$ cat src/rtl/txtr_pkg.sv
package txtr_pkg;

    typedef enum logic [2:0] {
        ST_IDLE,
        ST_CHAR,
        ST_ATTR,
        ST_GLYPH,
        ST_LATCH,
        ST_HOLD,
        ST_TAIL
    } fetch_st_e;

    typedef struct packed {
        logic       blink;
        logic [2:0] bg;
        logic       intens;
        logic [2:0] fg;
    } attr_t;

    localparam int GLYPH_W = 8;

endpackage

$ cat src/rtl/txtr_line_track.sv
module txtr_line_track #(
    parameter int CNT_W      = 10,
    parameter int H_TOTAL    = 800,
    parameter int V_TOTAL    = 521,
    parameter int CELL_W     = 9,
    parameter int CELL_H     = 14,
    parameter int ROWS       = 34,
    parameter int BLINK_LOG2 = 4,
    parameter int RW         = $clog2(ROWS + 1),
    parameter int SW         = $clog2(CELL_H)
) (
    input  logic             clk,
    input  logic             rst_n,
    input  logic [CNT_W-1:0] hcnt,
    input  logic [CNT_W-1:0] vcnt,
    output logic             tick,
    output logic             nx_ok,
    output logic [RW-1:0]    row_q,
    output logic [SW-1:0]    scan_q,
    output logic             blink
);
    localparam int TRIG  = H_TOTAL - CELL_W - 1;
    localparam int FRM_W = BLINK_LOG2 + 1;

    logic [RW-1:0]    row_nx;
    logic [SW-1:0]    scan_nx;
    logic [FRM_W-1:0] frm_q, frm_nx;

    assign tick  = (hcnt == CNT_W'(TRIG));
    assign nx_ok = (row_nx != RW'(ROWS));
    assign blink = frm_q[BLINK_LOG2];

    always_comb begin
        row_nx  = row_q;
        scan_nx = scan_q;
        frm_nx  = frm_q;
        if (tick) begin
            if (vcnt == CNT_W'(V_TOTAL - 1)) begin
                row_nx  = '0;
                scan_nx = '0;
                frm_nx  = frm_q + 1'b1;
            end else if (row_q != RW'(ROWS)) begin
                if (scan_q == SW'(CELL_H - 1)) begin
                    scan_nx = '0;
                    row_nx  = row_q + 1'b1;
                end else begin
                    scan_nx = scan_q + 1'b1;
                end
            end
        end
    end

    always_ff @(posedge clk or negedge rst_n) begin
        if (!rst_n) begin
            row_q  <= RW'(ROWS);
            scan_q <= '0;
            frm_q  <= '0;
        end else begin
            row_q  <= row_nx;
            scan_q <= scan_nx;
            frm_q  <= frm_nx;
        end
    end

endmodule

$ cat src/rtl/txtr_fetch_fsm.sv
module txtr_fetch_fsm
    import txtr_pkg::*;
#(
    parameter int CELL_W = 9,
    parameter int COLS   = 40,
    parameter int ROWS   = 34,
    parameter int RW     = $clog2(ROWS + 1),
    parameter int AW     = $clog2(ROWS * COLS * 2)
) (
    input  logic               clk,
    input  logic               rst_n,
    input  logic               tick,
    input  logic               nx_ok,
    input  logic [RW-1:0]      row_q,
    input  logic [7:0]         buf_rdata,
    input  logic [7:0]         font_rdata,
    output logic [AW-1:0]      buf_addr,
    output logic [7:0]         font_code,
    output fetch_st_e          st,
    output logic               load,
    output logic [GLYPH_W-1:0] glyph_q,
    output attr_t              attr_q
);
    localparam int ROW_BYTES = 2 * COLS;
    localparam int COL_W     = (COLS > 1) ? $clog2(COLS) : 1;
    localparam int K_W       = $clog2(CELL_W);

    fetch_st_e        st_nx;
    logic [COL_W-1:0] fcol;
    logic [K_W-1:0]   kcnt;
    logic [7:0]       char_q;
    logic [AW-1:0]    base;
    logic             cell_end;
    logic             last_col;

    assign cell_end = (kcnt == K_W'(CELL_W - 1));
    assign last_col = (fcol == COL_W'(COLS - 1));

    // state register
    always_ff @(posedge clk or negedge rst_n) begin
        if (!rst_n) st <= ST_IDLE;
        else        st <= st_nx;
    end

    // transitions
    always_comb begin
        st_nx = st;
        unique case (st)
            ST_IDLE:  if (tick && nx_ok) st_nx = ST_CHAR;
            ST_CHAR:  st_nx = ST_ATTR;
            ST_ATTR:  st_nx = ST_GLYPH;
            ST_GLYPH: st_nx = ST_LATCH;
            ST_LATCH: st_nx = ST_HOLD;
            ST_HOLD:  if (cell_end) st_nx = last_col ? ST_TAIL : ST_CHAR;
            ST_TAIL:  st_nx = ST_IDLE;
            default:  st_nx = ST_IDLE;
        endcase
    end

    // window counters and captured data
    always_ff @(posedge clk or negedge rst_n) begin
        if (!rst_n) begin
            fcol    <= '0;
            kcnt    <= '0;
            char_q  <= '0;
            attr_q  <= '0;
            glyph_q <= '0;
        end else begin
            kcnt <= (st_nx == ST_CHAR) ? '0 : kcnt + 1'b1;
            if (st == ST_IDLE && st_nx == ST_CHAR)
                fcol <= '0;
            else if (st == ST_HOLD && st_nx == ST_CHAR)
                fcol <= fcol + 1'b1;
            if (st == ST_ATTR)  char_q  <= buf_rdata;
            if (st == ST_GLYPH) attr_q  <= attr_t'(buf_rdata);
            if (st == ST_LATCH) glyph_q <= font_rdata;
        end
    end

    // outputs
    always_comb begin
        base      = AW'(row_q) * AW'(ROW_BYTES) + (AW'(fcol) << 1);
        buf_addr  = base + AW'(st == ST_ATTR);
        font_code = char_q;
        load      = (st == ST_CHAR && fcol != '0) || (st == ST_TAIL);
    end

endmodule

$ cat src/rtl/txtr_serializer.sv
module txtr_serializer
    import txtr_pkg::*;
#(
    parameter int CELL_W = 9,
    parameter int DPH_W  = $clog2(CELL_W)
) (
    input  logic               clk,
    input  logic               rst_n,
    input  logic               load,
    input  logic [GLYPH_W-1:0] glyph,
    input  attr_t              attr,
    input  logic               vid_en,
    input  logic               blink,
    output logic [3:0]         pix,
    output logic               txt_on,
    output logic [DPH_W-1:0]   txt_dph
);
    logic [CELL_W-1:0] sr;
    attr_t             at_d;
    logic              ven_d;
    logic              fg_on;

    // stage 1: shift register follows the pixel counter
    always_ff @(posedge clk or negedge rst_n) begin
        if (!rst_n) begin
            sr      <= '0;
            at_d    <= '0;
            txt_on  <= 1'b0;
            txt_dph <= '0;
            ven_d   <= 1'b0;
        end else begin
            ven_d <= vid_en;
            if (load) begin
                sr      <= {glyph, {(CELL_W - GLYPH_W){1'b0}}};
                at_d    <= attr;
                txt_on  <= 1'b1;
                txt_dph <= '0;
            end else begin
                sr      <= {sr[CELL_W-2:0], 1'b0};
                txt_dph <= (txt_dph == DPH_W'(CELL_W - 1)) ? '0 : txt_dph + 1'b1;
                if (txt_dph == DPH_W'(CELL_W - 1)) txt_on <= 1'b0;
            end
        end
    end

    assign fg_on = sr[CELL_W-1] && !(at_d.blink && blink);

    // stage 2: colour decode
    always_ff @(posedge clk or negedge rst_n) begin
        if (!rst_n)                pix <= 4'h0;
        else if (!ven_d || !txt_on) pix <= 4'h0;
        else if (fg_on)            pix <= {at_d.intens, at_d.fg};
        else                       pix <= {1'b0, at_d.bg};
    end

endmodule

$ cat src/rtl/txt_render.sv
module txt_render
    import txtr_pkg::*;
#(
    parameter int CNT_W      = 10,
    parameter int H_TOTAL    = 800,
    parameter int V_TOTAL    = 521,
    parameter int CELL_W     = 9,
    parameter int CELL_H     = 14,
    parameter int COLS       = 40,
    parameter int ROWS       = 34,
    parameter int BLINK_LOG2 = 4
) (
    input  logic                               clk,
    input  logic                               rst_n,
    input  logic [CNT_W-1:0]                   hcnt,
    input  logic [CNT_W-1:0]                   vcnt,
    input  logic                               vid_en,
    output logic [$clog2(ROWS*COLS*2)-1:0]     buf_addr,
    input  logic [7:0]                         buf_rdata,
    output logic [7:0]                         font_code,
    output logic [$clog2(CELL_H)-1:0]          font_row,
    input  logic [7:0]                         font_rdata,
    output logic [3:0]                         pix
);
    localparam int AW    = $clog2(ROWS * COLS * 2);
    localparam int RW    = $clog2(ROWS + 1);
    localparam int SW    = $clog2(CELL_H);
    localparam int DPH_W = $clog2(CELL_W);

    logic               tick;
    logic               nx_ok;
    logic [RW-1:0]      row_q;
    logic [SW-1:0]      scan_q;
    logic               blink;
    fetch_st_e          st;
    logic               load;
    logic [GLYPH_W-1:0] glyph_q;
    attr_t              attr_q;
    logic               txt_on;
    logic [DPH_W-1:0]   txt_dph;

    txtr_line_track #(
        .CNT_W(CNT_W), .H_TOTAL(H_TOTAL), .V_TOTAL(V_TOTAL),
        .CELL_W(CELL_W), .CELL_H(CELL_H), .ROWS(ROWS),
        .BLINK_LOG2(BLINK_LOG2), .RW(RW), .SW(SW)
    ) u_line (
        .clk(clk), .rst_n(rst_n), .hcnt(hcnt), .vcnt(vcnt),
        .tick(tick), .nx_ok(nx_ok), .row_q(row_q), .scan_q(scan_q),
        .blink(blink)
    );

    txtr_fetch_fsm #(
        .CELL_W(CELL_W), .COLS(COLS), .ROWS(ROWS), .RW(RW), .AW(AW)
    ) u_fetch (
        .clk(clk), .rst_n(rst_n), .tick(tick), .nx_ok(nx_ok),
        .row_q(row_q), .buf_rdata(buf_rdata), .font_rdata(font_rdata),
        .buf_addr(buf_addr), .font_code(font_code), .st(st),
        .load(load), .glyph_q(glyph_q), .attr_q(attr_q)
    );

    txtr_serializer #(
        .CELL_W(CELL_W), .DPH_W(DPH_W)
    ) u_ser (
        .clk(clk), .rst_n(rst_n), .load(load), .glyph(glyph_q),
        .attr(attr_q), .vid_en(vid_en), .blink(blink), .pix(pix),
        .txt_on(txt_on), .txt_dph(txt_dph)
    );

    assign font_row = scan_q;

endmodule

$ cat config.mk
export PLATFORM = sky130hd
export DESIGN_NAME = txt_render
export DESIGN_NICKNAME = d
export VERILOG_FILES = /design/src/rtl/txtr_pkg.sv /design/src/rtl/txtr_line_track.sv /design/src/rtl/txtr_fetch_fsm.sv /design/src/rtl/txtr_serializer.sv /design/src/rtl/txt_render.sv
export SDC_FILE = /design/constraint.sdc
export NUM_CORES = 1
export LEC_CHECK = 0
export ABC_AREA = 1
export CORE_MARGIN = 1
export CORE_UTILIZATION = 38
export DETAILED_ROUTE_END_ITERATION = 8
export DONT_BUFFER_PORTS = 1
export GPL_TIMING_DRIVEN = 0
export PLACE_DENSITY = 0.55
export SYNTH_ARGS = -nofsm -noshare
export SYNTH_HDL_FRONTEND = slang
export SYNTH_SLANG_ARGS = --single-unit
$ cat constraint.sdc
create_clock -name clk -period 3.55 [get_ports clk]
set_input_delay 0.8875 -clock clk [delete_from_list [all_inputs] [get_ports clk]]
set_output_delay 0.8875 -clock clk [all_outputs]
set_load 0.005 [all_outputs]
==> flow_metrics.py <==
metrics = {
    "run_status": {
        "status": "finished, final reports clean",
    },
    "power": {
        "ir_drop_mv": 0.3315,
        "leakagePower_nw": 2.309,
        "p_total_mw": 1.667,
        "p_per_area_mw_per_mm2": 360.5,
    },
    "synth": {
        "synthFlopType": "dfrtp_1",
        "avgSynthCellArea_um2": 8.629,
        "ys_top_cells_by_area": "dfrtp_1 (45%), nand2_1 (10%), ha_1 (6.5%)",
        "synth_warnings": 0,
        "seq_area_frac_synth_pct": 46.04,
        "synth_edf_count": 0,
        "synth.distinct_cells": 41,
        "syn_nets": 555,
        "async_reset_ff_share_pct": 100.0,
        "synth.top_cell.area_share_pct": 44.80,
        "synth_top_area_cell": "dfrtp_1",
        "netlist_area_mm2": 0.004245,
        "syn_inst": 492,
        "ys_seq_elements": 78,
    },
    "clock_network": {
        "clk_latency_ns": 0.35,
        "cts_buffer_depth": 2,
        "cts_setup_buffers": 0,
        "htree_num_levels": 3,
        "clock-sinks": 78,
        "cts_tree": "yes",
        "cts_resized": 0,
        "cts_buffers": 9,
        "path_clk_slew_ns": 0.09,
        "cts_root_buffer": "clkbuf_8",
        "cts_hold_buf": 0,
    },
    "die": {
        "die_area_mm2": 0.01160,
        "dieWidth_um": 107.7,
        "rows": 38,
        "die_y_um": 107.7,
        "ios": 67,
        "coreArea_mm2": 0.01084,
        "start_util_pct": 39.16,
    },
    "timing": {
        "skew_ns": 0.009323,
        "final_hold_viol_count": 0,
        "fmax_mhz": 293.1,
        "relSlewSlack_pct": 60.06,
        "period_minus_slack_ns": 3.411,
        "finalMaxSlewViolations": 0,
        "rsz0062_at_grt": "no",
        "setup_tns_ns": 0,
        "post-route-period-util_pct": 96.10,
        "setup_viol": 0,
        "tightest_slew_ns": 0.5946,
    },
    "hold_path": {
        "hold_class": "input pin to async pin",
    },
    "run": {
        "drv_cap": 0,
    },
    "worst_setup_path": {
        "crit_start": "u_line.row_q[1]",
        "critical_path.endpoint": "buf_addr[11]",
        "cp.required_ns": 2.66,
        "worstPathArrival_ns": 2.52,
        "r2r_end": "u_fetch.fcol[5]",
        "r2r_start": "u_line.row_q[0]",
        "r2r_slack_ns": 1.51,
        "critical_path_class": "register to output port",
        "crit_path_start_kind": "register",
        "end_kind": "output port",
        "reg2reg_depth": 15,
        "crit_fanout": 8,
    },
    "route": {
        "wl_met1_mm": 3.870,
        "drtIter0Drc": 120,
        "wirelength_mm": 8.149,
        "vias_per_cell": 4.841,
        "ant_nets": 0,
        "routed.top_layer": "met4",
        "dr.pass1.iters": 4,
        "dr_wl_met2_mm": 3.829,
        "num_vias": 3137,
        "wl_per_cell_um": 12.58,
        "met3_length_um": 374,
        "remaining_drc_errors": 0,
    },
    "global_route": {
        "grt_overflow": 0,
        "grt_first_pass_wirelength_mm": 14.16,
        "antenna_found_initial": 0,
        "grt_max_degree": 79,
        "grt_pass1_vias": 3133,
        "track_usage_pct": 15.41,
    },
    "cells_and_area": {
        "seq_area_mm2": 0.001954,
        "stdcell_area_mm2": 0.004624,
        "most-common-layout-cells": "nand2_1 (115), dfrtp_1 (76), inv_1 (71)",
        "fill_cells": 1099,
        "mostFrequentLayoutCell": "nand2_1",
        "area_delta_synth_final_pct": 8.930,
        "multiInputGateArea_mm2": 0.001939,
        "drive_above_1_share_pct": 12.01,
        "final_net_count": 566,
        "n_antenna_cell": 0,
    },
    "place": {
        "io_buffers": 0,
        "dp_hpwl_mm": 6.005,
        "dpl_cell_area_mm2": 0.004420,
        "place_congestion": 0.7836,
    },
}
==> flip-flops by register name, indices dropped and copies added, names as in the netlist <==
register           cells
u_line.row_q           6
u_fetch.st             3
u_line.frm_q           5
u_ser.at_d             8
u_fetch.font_code      8
u_ser.txt_on           1
u_fetch.glyph_q        8
u_fetch.kcnt           4
u_ser.sr               8
u_fetch.attr_q         8
u_ser.ven_d            1
u_ser.pix              4
u_fetch.fcol           6
u_line.scan_q          4
u_ser.txt_dph          4
==> critical path: stages (launching register included) <==
cell	delay (ns)
dfstp_2	0.63
ha_1	0.26
ha_1	0.21
inv_1	0.08
fa_1	0.47
nor2_1	0.19
nand4_1	0.13
xor2_1	0.20
==> worst min path at each step <==
stage                 from                 end  slack (ns)
6_report             rst_n    u_ser.txt_dph[3]        0.22
5_1_grt              rst_n  u_fetch.glyph_q[6]        0.20
4_1_cts              rst_n    u_line.scan_q[2]        0.20
3_5_place_dp   u_ser.sr[4]         u_ser.sr[5]        0.43
3_3_place_gp   u_ser.sr[6]         u_ser.sr[7]        0.42
2_1_floorplan  u_ser.sr[1]         u_ser.sr[2]        0.42
==> routing by layer <==
metal  GRT usage, %  up-vias
met3          3.814        8
li1               -     1577
met1          19.58     1489
met4          4.795        0
met5              0        -
met2          25.69       63
==> stage by stage <==
step / utilization, % / instances / setup slack (ns) / hold slack (ns)
finish: 42.66 / 648 / 0.1386 / 0.2226
global placement: 40.78 / 632 / 0.5837 / 0.4217
detailed placement: 40.78 / 632 / 0.5180 / 0.4295
floorplan: - / 492 / 0.7267 / 0.4183
CTS: 42.66 / 648 / 0.1166 / 0.2000
global route: 42.66 / 648 / 0.01800 / 0.1962
==> cell usage after synthesis (all sizes together) (7+ instances only) <==
cell / n
nor3: 8
inv: 76
nand3: 30
mux2: 7
xor2: 13
dfrtp: 76
a21oi: 14
nand4: 13
ha: 22
o21ai: 26
nor2: 48
xnor2: 8
nand2: 120
==> final cells by class <==
class | instances | area share (%)
Inverter | 78 | 6.358
Clock buffer | 9 | 2.679
Clock inverter | 7 | 1.732
Sequential cell | 78 | 42.26
Multi-Input combinational cell | 326 | 41.94
Tap cell | 140 | 3.788
Buffer | 10 | 1.245
==> power by group <==
part | switching (mW) | internal, mW
Combinational | 0.0296 | 0.0200
Clock | 0.352 | 0.336
Sequential | 0.0148 | 0.915
Total | 0.396 | 1.27
==> cells by family after synthesis <==
family	count (synthesis)	synth area share [%]
fa+ha+maj	24	7.427
simple gates	223	25.32
flops	78	46.04
xor+xnor	21	4.333
compound gates	51	6.750
mux	7	1.857
buf+inv	88	8.282
No activity file was read; power rests on OpenSTA's default activity.
